===== src/rtl/gpio_port_pkg.sv =====
package gpio_port_pkg;
  localparam int ADDR_W = 3;
  typedef enum logic [ADDR_W-1:0] {
    REG_PINS    = 3'd0,
    REG_SET     = 3'd1,
    REG_CLR     = 3'd2,
    REG_DIR_OUT = 3'd3,
    REG_DIR_IN  = 3'd4
  } reg_sel_e;
endpackage


===== src/rtl/gpio_bit_order.sv =====
module gpio_bit_order #(
  parameter int WIDTH   = 32,
  parameter bit REVERSE = 1'b0
) (
  input  logic [WIDTH-1:0] a_i,
  output logic [WIDTH-1:0] y_o
);
  generate
    if (REVERSE) begin : g_rev
      for (genvar i = 0; i < WIDTH; i++) begin : g_bit
        assign y_o[i] = a_i[WIDTH-1-i];
      end
    end else begin : g_fwd
      assign y_o = a_i;
    end
  endgenerate
endmodule


===== src/rtl/gpio_in_sync.sv =====
module gpio_in_sync #(
  parameter int WIDTH  = 32,
  parameter int STAGES = 2
) (
  input  logic             clk,
  input  logic             rst,
  input  logic [WIDTH-1:0] d_i,
  output logic [WIDTH-1:0] q_o
);
  logic [WIDTH-1:0] stage_q [STAGES];

  always_ff @(posedge clk) begin
    if (rst) begin
      for (int s = 0; s < STAGES; s++) stage_q[s] <= '0;
    end else begin
      stage_q[0] <= d_i;
      for (int s = 1; s < STAGES; s++) stage_q[s] <= stage_q[s-1];
    end
  end

  assign q_o = stage_q[STAGES-1];
endmodule


===== src/rtl/gpio_port_regs.sv =====
module gpio_port_regs
  import gpio_port_pkg::*;
#(
  parameter int WIDTH = 32
) (
  input  logic              clk,
  input  logic              rst,
  input  logic              wr_en,
  input  logic [ADDR_W-1:0] addr,
  input  logic [WIDTH-1:0]  wline,
  output logic [WIDTH-1:0]  out_q,
  output logic [WIDTH-1:0]  dir_q
);
  always_ff @(posedge clk) begin
    if (rst) begin
      out_q <= '0;
      dir_q <= '0;
    end else if (wr_en) begin
      case (addr)
        REG_PINS:    out_q <= wline;
        REG_SET:     out_q <= out_q | wline;
        REG_CLR:     out_q <= out_q & ~wline;
        REG_DIR_OUT: dir_q <= wline;
        REG_DIR_IN:  dir_q <= ~wline;
        default:     ;
      endcase
    end
  end


  set_hits_chk: assert property (@(posedge clk) disable iff (rst)
    (wr_en && addr == REG_SET) |=> ((out_q & $past(wline)) == $past(wline)));


  set_keeps_chk: assert property (@(posedge clk) disable iff (rst)
    (wr_en && addr == REG_SET) |=> ((out_q & ~$past(wline)) == ($past(out_q) & ~$past(wline))));


  clr_hits_chk: assert property (@(posedge clk) disable iff (rst)
    (wr_en && addr == REG_CLR) |=> ((out_q & $past(wline)) == '0));


  unmapped_wr_chk: assert property (@(posedge clk) disable iff (rst)
    (wr_en && addr > REG_DIR_IN) |=> ($stable(out_q) && $stable(dir_q)));
endmodule


===== src/rtl/gpio_read_port.sv =====
module gpio_read_port
  import gpio_port_pkg::*;
#(
  parameter int WIDTH = 32
) (
  input  logic              clk,
  input  logic              rst,
  input  logic              rd_en,
  input  logic [ADDR_W-1:0] addr,
  input  logic [WIDTH-1:0]  out_q,
  input  logic [WIDTH-1:0]  dir_q,
  input  logic [WIDTH-1:0]  pin_sync,
  output logic [WIDTH-1:0]  rline_q
);
  logic [WIDTH-1:0] rd_next;

  always_comb begin
    case (addr)
      REG_PINS:         rd_next = (dir_q & out_q) | (~dir_q & pin_sync);
      REG_SET, REG_CLR: rd_next = out_q;
      REG_DIR_OUT:      rd_next = dir_q;
      REG_DIR_IN:       rd_next = ~dir_q;
      default:          rd_next = '0;
    endcase
  end

  always_ff @(posedge clk) begin
    if (rst)        rline_q <= '0;
    else if (rd_en) rline_q <= rd_next;
  end


  rdata_hold_chk: assert property (@(posedge clk) disable iff (rst)
    !rd_en |=> $stable(rline_q));


  set_readback_chk: assert property (@(posedge clk) disable iff (rst)
    (rd_en && addr == REG_SET) |=> (rline_q == $past(out_q)));
endmodule


===== src/rtl/gpio_mmio_port.sv =====
module gpio_mmio_port
  import gpio_port_pkg::*;
#(
  parameter int WIDTH   = 32,
  parameter bit BIG_END = 1'b0
) (
  input  logic              clk,
  input  logic              rst,
  input  logic              sel_i,
  input  logic              we_i,
  input  logic [ADDR_W-1:0] addr_i,
  input  logic [WIDTH-1:0]  wdata_i,
  output logic [WIDTH-1:0]  rdata_o,
  input  logic [WIDTH-1:0]  pin_i,
  output logic [WIDTH-1:0]  pin_o,
  output logic [WIDTH-1:0]  pin_oe_o
);
  logic [WIDTH-1:0] wline, rline, pin_sync, out_q, dir_q;
  logic             wr_en, rd_en;

  assign wr_en = sel_i & we_i;
  assign rd_en = sel_i & ~we_i;

  gpio_bit_order #(.WIDTH(WIDTH), .REVERSE(BIG_END)) u_wmap (
    .a_i(wdata_i), .y_o(wline));

  gpio_in_sync #(.WIDTH(WIDTH), .STAGES(2)) u_sync (
    .clk(clk), .rst(rst), .d_i(pin_i), .q_o(pin_sync));

  gpio_port_regs #(.WIDTH(WIDTH)) u_regs (
    .clk(clk), .rst(rst), .wr_en(wr_en), .addr(addr_i), .wline(wline),
    .out_q(out_q), .dir_q(dir_q));

  gpio_read_port #(.WIDTH(WIDTH)) u_rd (
    .clk(clk), .rst(rst), .rd_en(rd_en), .addr(addr_i), .out_q(out_q),
    .dir_q(dir_q), .pin_sync(pin_sync), .rline_q(rline));

  gpio_bit_order #(.WIDTH(WIDTH), .REVERSE(BIG_END)) u_rmap (
    .a_i(rline), .y_o(rdata_o));

  assign pin_o    = out_q;
  assign pin_oe_o = dir_q;


  reset_state_chk: assert property (@(posedge clk) disable iff (rst)
    $past(rst) |-> (pin_o == '0 && pin_oe_o == '0));


  dir_write_chk: assert property (@(posedge clk) disable iff (rst)
    (wr_en && addr_i == REG_DIR_OUT) |=> (pin_oe_o == $past(wline)));
endmodule


===== config.mk =====
export PLATFORM = sky130hd
export DESIGN_NAME = gpio_mmio_port
export DESIGN_NICKNAME = d
export VERILOG_FILES = /design/src/rtl/gpio_port_pkg.sv /design/src/rtl/gpio_bit_order.sv /design/src/rtl/gpio_in_sync.sv /design/src/rtl/gpio_port_regs.sv /design/src/rtl/gpio_read_port.sv /design/src/rtl/gpio_mmio_port.sv
export SDC_FILE = /design/constraint.sdc
export NUM_CORES = 1
export LEC_CHECK = 0
export ABC_AREA = 1
export BUFFER_PORTS_ARGS = -buffer_cell sky130_fd_sc_hd__clkbuf_2
export CAP_MARGIN = 20
export CORE_MARGIN = 2
export CORE_UTILIZATION = 35
export DETAILED_ROUTE_END_ITERATION = 6
export SYNTH_ARGS = -nofsm -noshare
export SYNTH_HDL_FRONTEND = slang
export SYNTH_SLANG_ARGS = --single-unit

===== constraint.sdc =====
create_clock -name clk -period 1.7 [get_ports clk]
set_clock_uncertainty 0.2 [all_clocks]
set_input_delay 0.34 -clock clk [delete_from_list [all_inputs] [get_ports clk]]
set_output_delay 0.34 -clock clk [all_outputs]
set_load 0.03 [all_outputs]

==> results of run 1 <==
## metal layers
| layer | vias to the layer above | global-route usage (%) |
|---|---|---|
| met5 | - | 0 |
| met4 | 0 | 6.57 |
| met3 | 27 | 5.00 |
| met2 | 207 | 32.1 |
| met1 | 3284 | 26.3 |
| li1 | 3766 | - |
## cells in the mapped netlist
| library cell | count |
|---|---|
| nand2_1 | 357 |
| nor2_1 | 163 |
| dfxtp_1 | 160 |
| inv_1 | 130 |
| a21oi_1 | 64 |
| clkbuf_1 | 38 |
| nand3_1 | 32 |
| nand4_1 | 32 |
| nor3_1 | 32 |
| xor2_1 | 32 |
| o21ai_0 | 28 |
| buf_2 | 16 |
| buf_4 | 4 |
| inv_2 | 4 |
| o21ai_1 | 4 |
| buf_1 | 2 |
| a21oi_2 | 1 |
| buf_6 | 1 |
| nand3_2 | 1 |
| nor2_2 | 1 |
| nor3_2 | 1 |
## worst paths after layout
check / start / end / slack, ns / cells past startpoint
worst max register to register: u_regs.dir_q[26]$_SDFFE_PP0P_ / u_rd.rline_q[26]$_SDFFE_PP0P_ / 0.48 / 7
worst min-delay path: wdata_i[15] / u_regs.out_q[15]$_SDFFE_PP0P_ / 0.02 / 4
worst max-delay path: u_regs.dir_q[21]$_SDFFE_PP0P_ / pin_oe_o[21] / 0.05 / 1
worst min register to register: u_sync.stage_q[0][0]$_SDFF_PP0_ / u_sync.stage_q[0][32]$_SDFF_PP0_ / 0.20 / 2
## area by class of cell
class	instances	share of cell area [%]
tap	270	3.53
clock buffer	22	4.85
sequential	160	33.5
multi-input combinational	748	34.6
inverter	134	5.25
clock inverter	10	1.91
timing repair buffer	230	16.4
## cell families after synthesis
kind of cell,Yosys count
compound gates,97
xor+xnor,32
buf+inv,195
flops,160
simple gates,619
## registers in the layout, indices dropped and copies added (netlist names)
signal / flops
u_regs.dir_q: 32
u_sync.stage_q: 64
u_regs.out_q: 32
u_rd.rline_q: 32
## per-stage QoR
| stage | utilization (%) | cells | worst slack (ns) | power, W | instance area, µm² |
|---|---|---|---|---|---|
| 6_report | 47.2 | 1574 | 0.0466 | 0.00932 | 9580 |
| 5_1_grt | 47.2 | 1574 | -0.00681 | 0.00971 | 9580 |
| 4_1_cts | 47.2 | 1574 | 0.0143 | 0.00943 | 9570 |
| 3_5_place_dp | 42.4 | 1509 | -0.0195 | 0.00513 | 8600 |
| 3_3_place_gp | 42.4 | 1509 | 0.00391 | 0.00513 | 8600 |
| 2_1_floorplan | - | 1103 | 0.178 | 0.00471 | 7250 |
## repair_timing
| item | 4_1_cts | 5_1_grt |
|---|---|---|
| hold buffers | 33 | 0 |
| endpoints found under the hold margin | 33 | 0 |
| setup endpoints to repair | 0 | 1 |
| gates resized for setup | 0 | 2 |
## power by group through the flow
stage          sequential, W  clock [W]  combinational, W
2_1_floorplan        0.00420          0          0.000513
3_5_place_dp         0.00408          0           0.00106
3_3_place_gp         0.00408          0           0.00105
5_1_grt              0.00401    0.00446           0.00124
6_report             0.00399    0.00421           0.00111
4_1_cts              0.00399    0.00432           0.00112
==> impl_metrics.json, run 1 <==
{
  "fin_hold_ws_ns": 0.0245,
  "wl_per_cell_um": 13.5,
  "cp-start-kind": "register",
  "die_height_um": 148,
  "synth.distinct_cells": 21,
  "regArea_um2": 3200,
  "fmax_mhz": 605,
  "rows": 52,
  "status": "complete, no violations",
  "multi_input_area_um2": 3310,
  "place_hpwl_um": 14100,
  "layout_common_cells": "nand2_1, clkbuf_2, nor2_1",
  "final_net_count": 1362,
  "crit_required_ns": 1.16,
  "synth_warnings": 0,
  "synth_nets": 1174,
  "swShare_pct": 25.0,
  "cts-root-buf": "clkbuf_16",
  "cts.path.max_buffers": 2,
  "gp_congestion": 0.769,
  "leakage_nw": 4.60,
  "p_int_w": 0.00699,
  "cp_max_fo": 5,
  "synthXorXnorAreaFrac_pct": 3.87,
  "crit_arrival_ns": 1.11,
  "clk_pin_slew_ns": 0.06,
  "maxSlewViolCount": 0,
  "nFillCells": 2057,
  "cts_setup_buffers": 0,
  "port_buffers": 166,
  "final_common_cell": "nand2_1",
  "synth-simple-area-share_pct": 34.5,
  "cts_sinks": 160,
  "dieWidth_um": 148,
  "dieArea_um2": 21900,
  "cp_num_buf_inv": 1,
  "insertion_delay_ns": 0.43,
  "p_clk_share_pct": 45.2,
  "core_um2": 20300,
  "drcViolationCount": 0,
  "min_path_type": "in2reg",
  "setup_viol": 0,
  "peakVddDrop_v": 0.000662,
  "detail_route.iter0.violations": 504,
  "slowest_delay_ns": 0.43,
  "grt_pass1_wl_um": 34800,
  "synth_top_cell_by_area": "dfxtp_1",
  "antenna_found_initial": 0,
  "diodes": 0,
  "synth_area_um2": 7250,
  "tightest_slew_ns": 0.291,
  "cellPowerDensity_nw_per_um2": 973,
  "crit_family": "flip-flops",
  "end_kind": "primary output",
  "ys_seq_area_share_pct": 44.2,
  "synth.top_cell.area_share_pct": 44.2,
  "drtAntennaViolNets": 0,
  "hold_viol_final": 0,
  "drive_gt1_share_pct": 18.3,
  "num_vias": 7284,
  "yosys.area_share.adder_pct": 0,
  "setup_tns_ns": 0,
  "area_delta_synth_final_pct": 32.2,
  "synthMuxAreaShare_pct": 0,
  "routed_via_density": 4.63,
  "cts_tree": "yes",
  "comb_power_share_pct": 12.0,
  "h-tree-depth": 4,
  "crit_slowest_cell": "dfxtp_1",
  "maxCapViolations": 0,
  "finalWirelength_um": 21300,
  "seqPwrFrac_pct": 42.9,
  "slew_headroom_pct": 80.5,
  "drt-met1-wl_um": 9690,
  "initial_core_util_pct": 35.7,
  "numCtsBuffers": 17,
  "synth-compound-area-share_pct": 6.75,
  "grt_pass1_vias": 6793,
  "p_sw_w": 0.00233,
  "overflow": 0,
  "crit_path_cell_trace": "clkbuf_2",
  "dr.pass1.iters": 5,
  "period_needed_ns": 1.65,
  "ios": 167,
  "track_usage_pct": 20.0,
  "top_layer": "met4",
  "ys_seq_elements": 160,
  "grt_max_degree": 63,
  "setup.worst_path.class": "reg2out",
  "route.met3.wl_um": 1460,
  "synthCells": 1103,
  "synth_top_family_by_area": "simple AND/OR/NAND/NOR gates",
  "route.met2.wl_um": 9760,
  "period_share_pct": 97.3,
  "syn_area_per_cell_um2": 6.57,
  "synth_area_leaders": "dfxtp_1, nand2_1, nor2_1, inv_1, a21oi_1"
}
No activity file was read; power rests on OpenSTA's default activity.
==> run 2, diff against run 1 <==
--- a/config.mk
+++ b/config.mk
@@ -5,7 +5,6 @@
 export SDC_FILE = /design/constraint.sdc
 export NUM_CORES = 1
 export LEC_CHECK = 0
-export ABC_AREA = 1
 export BUFFER_PORTS_ARGS = -buffer_cell sky130_fd_sc_hd__clkbuf_2
 export CAP_MARGIN = 20
 export CORE_MARGIN = 2
==> impl_metrics.json, run 2 <==
{
  "status": "complete, no violations",
  "hold_depth": 3,
  "cts_sinks": 160,
  "core_um2": 21200,
  "dieArea_um2": 22900,
  "p_int_w": 0.00682,
  "hold_viol_final": 0,
  "rows": 53,
  "crit_path_cell_trace": "clkbuf_2",
  "synthMuxAreaShare_pct": 4.21,
  "area_delta_synth_final_pct": 32.1,
  "swShare_pct": 26.5,
  "crit_required_ns": 1.16,
  "cts_setup_buffers": 0,
  "r2r_cells": 3,
  "clk_pin_slew_ns": 0.06,
  "p_clk_share_pct": 43.5,
  "dr.pass1.iters": 5,
  "synth.distinct_cells": 32,
  "cts.path.max_buffers": 2,
  "syn_area_per_cell_um2": 8.75,
  "peakVddDrop_v": 0.000680,
  "die_height_um": 151,
  "r2r_slack_ns": 0.35,
  "cp-start-kind": "register",
  "cellPowerDensity_nw_per_um2": 923,
  "yosysMostFrequentCell": "dfxtp_1",
  "ios": 167,
  "yosys.area_share.adder_pct": 0,
  "comb_power_share_pct": 13.9,
  "num_vias": 7180,
  "synth_ff_type": "dfxtp_1",
  "rr_startpoint": "u_regs.dir_q[12]$_SDFFE_PP0P_",
  "ys_seq_area_share_pct": 42.1,
  "slew_headroom_pct": 76.2,
  "cp_num_buf_inv": 1,
  "final_net_count": 1117,
  "synthCells": 869,
  "top_layer": "met4",
  "synth_nets": 940,
  "dieWidth_um": 151,
  "synth-simple-area-share_pct": 19.3,
  "drcViolationCount": 0,
  "wl_per_cell_um": 17.7,
  "ys_seq_elements": 160,
  "maxCapViolations": 0,
  "period_needed_ns": 1.63,
  "total_power_w": 0.00928,
  "setup_viol": 0,
  "tightest_slew_ns": 0.349,
  "crit_cells": 1,
  "r2r_end": "u_rd.rline_q[12]$_SDFFE_PP0P_",
  "finalWirelength_um": 23600,
  "drtAntennaViolNets": 0,
  "grt_pass1_vias": 6749,
  "cts-root-buf": "clkbuf_16",
  "fin_hold_ws_ns": 0.0780,
  "largest_reg_flops": 64,
  "slowest_delay_ns": 0.42,
  "overflow": 0,
  "hold_path.startpoint": "wdata_i[20]",
  "grt_max_degree": 72,
  "placed_area_um2": 9080,
  "drt-met1-wl_um": 10700,
  "track_usage_pct": 20.7,
  "largest-register": "u_sync.stage_q",
  "numCtsBuffers": 17,
  "route.met2.wl_um": 11100,
  "p_sw_w": 0.00246,
  "initial_core_util_pct": 36.0,
  "layout_common_cells": "clkbuf_2, dfxtp_1",
  "synth_edf_count": 0,
  "synth_common_cells": "dfxtp_1, nor2b_1",
  "synthArstFlopShare_pct": 0,
  "route.met3.wl_um": 1520,
  "rsz0062_at_grt": "false",
  "end_kind": "primary output",
  "grt_pass1_wl_um": 37000,
  "leakage_nw": 3.59,
  "multi_input_area_um2": 3830,
  "fmax_mhz": 613,
  "setup.worst_path.class": "reg2out",
  "cts_tree": "yes",
  "gp_congestion": 0.777,
  "synth_top_cell_by_area": "dfxtp_1",
  "detail_route.iter0.violations": 494,
  "insertion_delay_ns": 0.43,
  "finalInstanceArea_um2": 10000,
  "antenna_found_initial": 1,
  "crit_start": "u_regs.out_q[2]$_SDFFE_PP0P_",
  "seqPwrFrac_pct": 42.6,
  "synth_warnings": 0,
  "crit_slowest_cell": "dfxtp_1",
  "crit_path_end": "pin_o[2]",
  "port_buffers": 166,
  "period_share_pct": 95.9,
  "synth-compound-area-share_pct": 25.9,
  "maxSlewViolCount": 0,
  "synth.top_cell.area_share_pct": 42.1,
  "nFillCells": 2024,
  "final_common_cell": "clkbuf_2",
  "cp_max_fo": 5,
  "synth_area_leaders": "dfxtp_1, o32a_1, nor2b_1, a21oi_1, mux2i_1",
  "drive_gt1_share_pct": 24.6,
  "synth_top_family_by_area": "compound AO/OA/AOI/OAI gates",
  "routed_via_density": 5.38,
  "synth_area_um2": 7610,
  "min_path_type": "in2reg",
  "h-tree-depth": 4,
  "crit_family": "flip-flops",
  "crit_arrival_ns": 1.09,
  "place_hpwl_um": 15300,
  "regArea_um2": 3200,
  "synthXorXnorAreaFrac_pct": 0.230
}
==> run 2: cell types whose count changed after synthesis, moves of 64 or more <==
cell / delta
nand2_1: -323
nor2_1: -131
inv_1: -66
nor2b_1: +65
o32a_1: +64
==> run 2: kinds of logic after synthesis <==
logic type,Yosys count
AND/OR/NAND/NOR,265
XOR/XNOR,2
flip-flops,160
AO/OA/AOI/OAI,258
multiplexers,32
buffers and inverters,152
==> run 2: timing repair <==
action | 4_1_cts | 5_1_grt
hold endpoints to repair | 35 | 0
resized for setup | 0 | 0
hold buffers | 35 | 0
==> run 2: how the worst min path moves through the flow <==
stage	end	slack, ns
finish	u_regs.out_q[20]$_SDFFE_PP0P_	0.08
detailed placement	u_sync.stage_q[0][45]$_SDFF_PP0_	0.22
floorplan	u_sync.stage_q[0][32]$_SDFF_PP0_	0.21
global route	u_regs.out_q[31]$_SDFFE_PP0P_	0.07
CTS	u_regs.out_q[15]$_SDFFE_PP0P_	0.06
global placement	u_sync.stage_q[0][41]$_SDFF_PP0_	0.22
==> run 2: final cells by class <==
class | count | area share [%]
Tap cell | 275 | 3.42
Sequential cell | 160 | 31.9
Clock buffer | 21 | 4.58
Clock inverter | 11 | 1.52
Antenna cell | 1 | 0.0249
Timing Repair Buffer | 246 | 18.0
Inverter | 64 | 2.39
Multi-Input combinational cell | 557 | 38.2
==> run 2: per-layer routing <==
| layer | up-vias | global-route usage, % |
|---|---|---|
| met5 | - | 0 |
| met4 | 0 | 6.21 |
| met3 | 22 | 4.67 |
| met2 | 208 | 33.8 |
| met1 | 3454 | 27.3 |
| li1 | 3496 | - |
==> run 2: worst register-to-register path: stages, from the launching register on <==
cell and delay [ns]:
dfxtp_1 0.39, inv_1 0.09, o32a_1 0.37, a211oi_1 0.21
==> run 2: per-stage QoR <==
step / TNS (ns) / utilization (%) / instances / setup slack [ns]
floorplan: -0.154 / - / 869 / -0.00734
global placement: -14.88 / 42.9 / 1267 / -0.204
detailed placement: -16.34 / 42.9 / 1267 / -0.253
CTS: 0 / 47.5 / 1334 / 0.0488
global route: 0 / 47.5 / 1335 / 0.0145
finish: 0 / 47.5 / 1335 / 0.0700
==> run 2: power by group through the flow <==
| stage | Clock (W) | Combinational (W) | Sequential (W) |
|---|---|---|---|
| 2_1_floorplan | 0 | 0.000607 | 0.00412 |
| 3_3_place_gp | 0 | 0.00121 | 0.00403 |
| 3_5_place_dp | 0 | 0.00122 | 0.00403 |
| 4_1_cts | 0.00413 | 0.00129 | 0.00395 |
| 5_1_grt | 0.00432 | 0.00138 | 0.00396 |
| 6_report | 0.00404 | 0.00129 | 0.00395 |
==> run 3, diff against run 2 <==
--- a/config.mk
+++ b/config.mk
@@ -7,9 +7,13 @@
 export LEC_CHECK = 0
 export BUFFER_PORTS_ARGS = -buffer_cell sky130_fd_sc_hd__clkbuf_2
 export CAP_MARGIN = 20
+export CELL_PAD_IN_SITES_DETAIL_PLACEMENT = 1
+export CELL_PAD_IN_SITES_GLOBAL_PLACEMENT = 1
 export CORE_MARGIN = 2
 export CORE_UTILIZATION = 35
+export CTS_CLUSTER_SIZE = 16
 export DETAILED_ROUTE_END_ITERATION = 6
+export PLACE_DENSITY_LB_ADDON = 0.1
 export SYNTH_ARGS = -nofsm -noshare
 export SYNTH_HDL_FRONTEND = slang
 export SYNTH_SLANG_ARGS = --single-unit
==> impl_metrics.json, run 3 (synthesis results as in run 2) <==
{
  "status": "complete, no violations",
  "drive_gt1_share_pct": 26.2,
  "slew_headroom_pct": 25.2,
  "wl_per_cell_um": 19.4,
  "rsz0062_at_grt": "true",
  "cellPowerDensity_nw_per_um2": 928,
  "fin_hold_ws_ns": 0.0815,
  "rows": 53,
  "h-tree-depth": 4,
  "die_height_um": 151,
  "maxSlewViolCount": 0,
  "layout_common_cells": "clkbuf_2, dfxtp_1",
  "maxCapViolations": 0,
  "place_hpwl_um": 17500,
  "drcViolationCount": 0,
  "detail_route.iter0.violations": 359,
  "antenna_found_initial": 2,
  "cts_sinks": 160,
  "hold_path.startpoint": "wdata_i[0]",
  "crit_required_ns": 1.85,
  "rr_startpoint": "u_regs.dir_q[8]$_SDFFE_PP0P_",
  "hold_viol_final": 0,
  "peakVddDrop_v": 0.000554,
  "drtAntennaViolNets": 0,
  "setup_ws_ns": 0.0334,
  "hold_depth": 3,
  "finalWirelength_um": 26100,
  "tightest_slew_ns": 1.12,
  "track_usage_pct": 23.1,
  "dp_cells": 1276,
  "cts_setup_buffers": 0,
  "grt_pass1_wl_um": 41300,
  "cts.path.max_buffers": 2,
  "leakage_nw": 3.63,
  "nFillCells": 2474,
  "post-place-ws_ns": -0.441,
  "dr.pass1.iters": 5,
  "gp_congestion": 0.739,
  "crit_arrival_ns": 1.82,
  "routed_via_density": 5.44,
  "setup_viol": 0,
  "cp_max_fo": 16,
  "insertion_delay_ns": 0.43,
  "dieWidth_um": 151,
  "comb_power_share_pct": 13.9,
  "seqPwrFrac_pct": 42.0,
  "port_buffers": 166,
  "area_delta_synth_final_pct": 33.3,
  "p_clk_share_pct": 44.0,
  "min_path_type": "in2reg",
  "fmax_mhz": 600,
  "period_share_pct": 98.0,
  "crit_start": "addr_i[0]",
  "finalNonFillerCells": 1342,
  "clk_pin_slew_ns": 0.06,
  "setup.worst_path.class": "in2reg",
  "final_net_count": 1124,
  "period_needed_ns": 1.67,
  "cts_tree": "yes",
  "num_vias": 7307,
  "end_kind": "register",
  "regArea_um2": 3200,
  "initial_core_util_pct": 36.0,
  "dieArea_um2": 22900,
  "cts-root-buf": "clkbuf_16",
  "final_common_cell": "clkbuf_2",
  "p_int_w": 0.00691,
  "swShare_pct": 26.5,
  "ios": 167,
  "p_sw_w": 0.00250,
  "overflow": 0,
  "numCtsBuffers": 17,
  "core_um2": 21200,
  "r2r_cells": 3,
  "largest_reg_flops": 64,
  "grt_pass1_vias": 7452,
  "cp-start-kind": "primary input",
  "grt_max_degree": 37,
  "multi_input_area_um2": 3900,
  "largest-register": "u_sync.stage_q"
}
## run 3: worst paths after layout
check	end	slack, ns
setup / recovery	u_regs.out_q[18]$_SDFFE_PP0P_	0.03
hold reg to reg	u_sync.stage_q[0][51]$_SDFF_PP0_	0.24
setup reg to reg	u_rd.rline_q[8]$_SDFFE_PP0P_	0.28
hold / removal	u_regs.out_q[0]$_SDFFE_PP0P_	0.08
## run 3: worst max-delay path, stage by stage
cell      delay, ns
clkbuf_2       0.22
xor2_2         0.89
a22oi_1        0.16
a21oi_1        0.20
## run 3: what timing repair did
action | in CTS | in global routing
resized for setup | 0 | 17
setup endpoints to repair | 0 | 37
hold endpoints to repair | 32 | 0
hold buffers | 32 | 0
## run 3: routing by layer
layer / global-route usage (%) / vias to the layer above / part of all wire, %
met4: 6.73 / 0 / 1.2
met2: 37.6 / 169 / 48
li1: - / 3529 / -
met1: 30.9 / 3587 / 46
met5: 0 / - / 0
met3: 4.67 / 22 / 5.3
## run 3: power by group through the flow
stage / combinational [W] / clock, W / sequential (W)
4_1_cts: 0.00130 / 0.00425 / 0.00395
6_report: 0.00131 / 0.00414 / 0.00395
5_1_grt: 0.00142 / 0.00439 / 0.00397
3_5_place_dp: 0.00123 / 0 / 0.00404
3_3_place_gp: 0.00122 / 0 / 0.00404
2_1_floorplan: 0.000607 / 0 / 0.00412
## run 3: stage by stage
step	area [µm²]	total power, W	util [%]	TNS, ns
final	10100	0.00941	47.9	0
after global routing	10100	0.00978	47.9	-0.0364
after CTS	10100	0.00950	47.5	0
after detailed placement	9110	0.00527	43.1	-30.79
after global placement	9110	0.00526	43.1	-25.00
after floorplan	7610	0.00473	-	-0.154
## run 3: final cells by class
class / count / area share (%)
Clock buffer: 19 / 4.37
Antenna cell: 2 / 0.0494
Inverter: 64 / 2.37
Timing Repair Buffer: 252 / 17.9
Multi-Input combinational cell: 558 / 38.5
Tap cell: 275 / 3.39
Sequential cell: 160 / 31.6
Clock inverter: 12 / 1.80
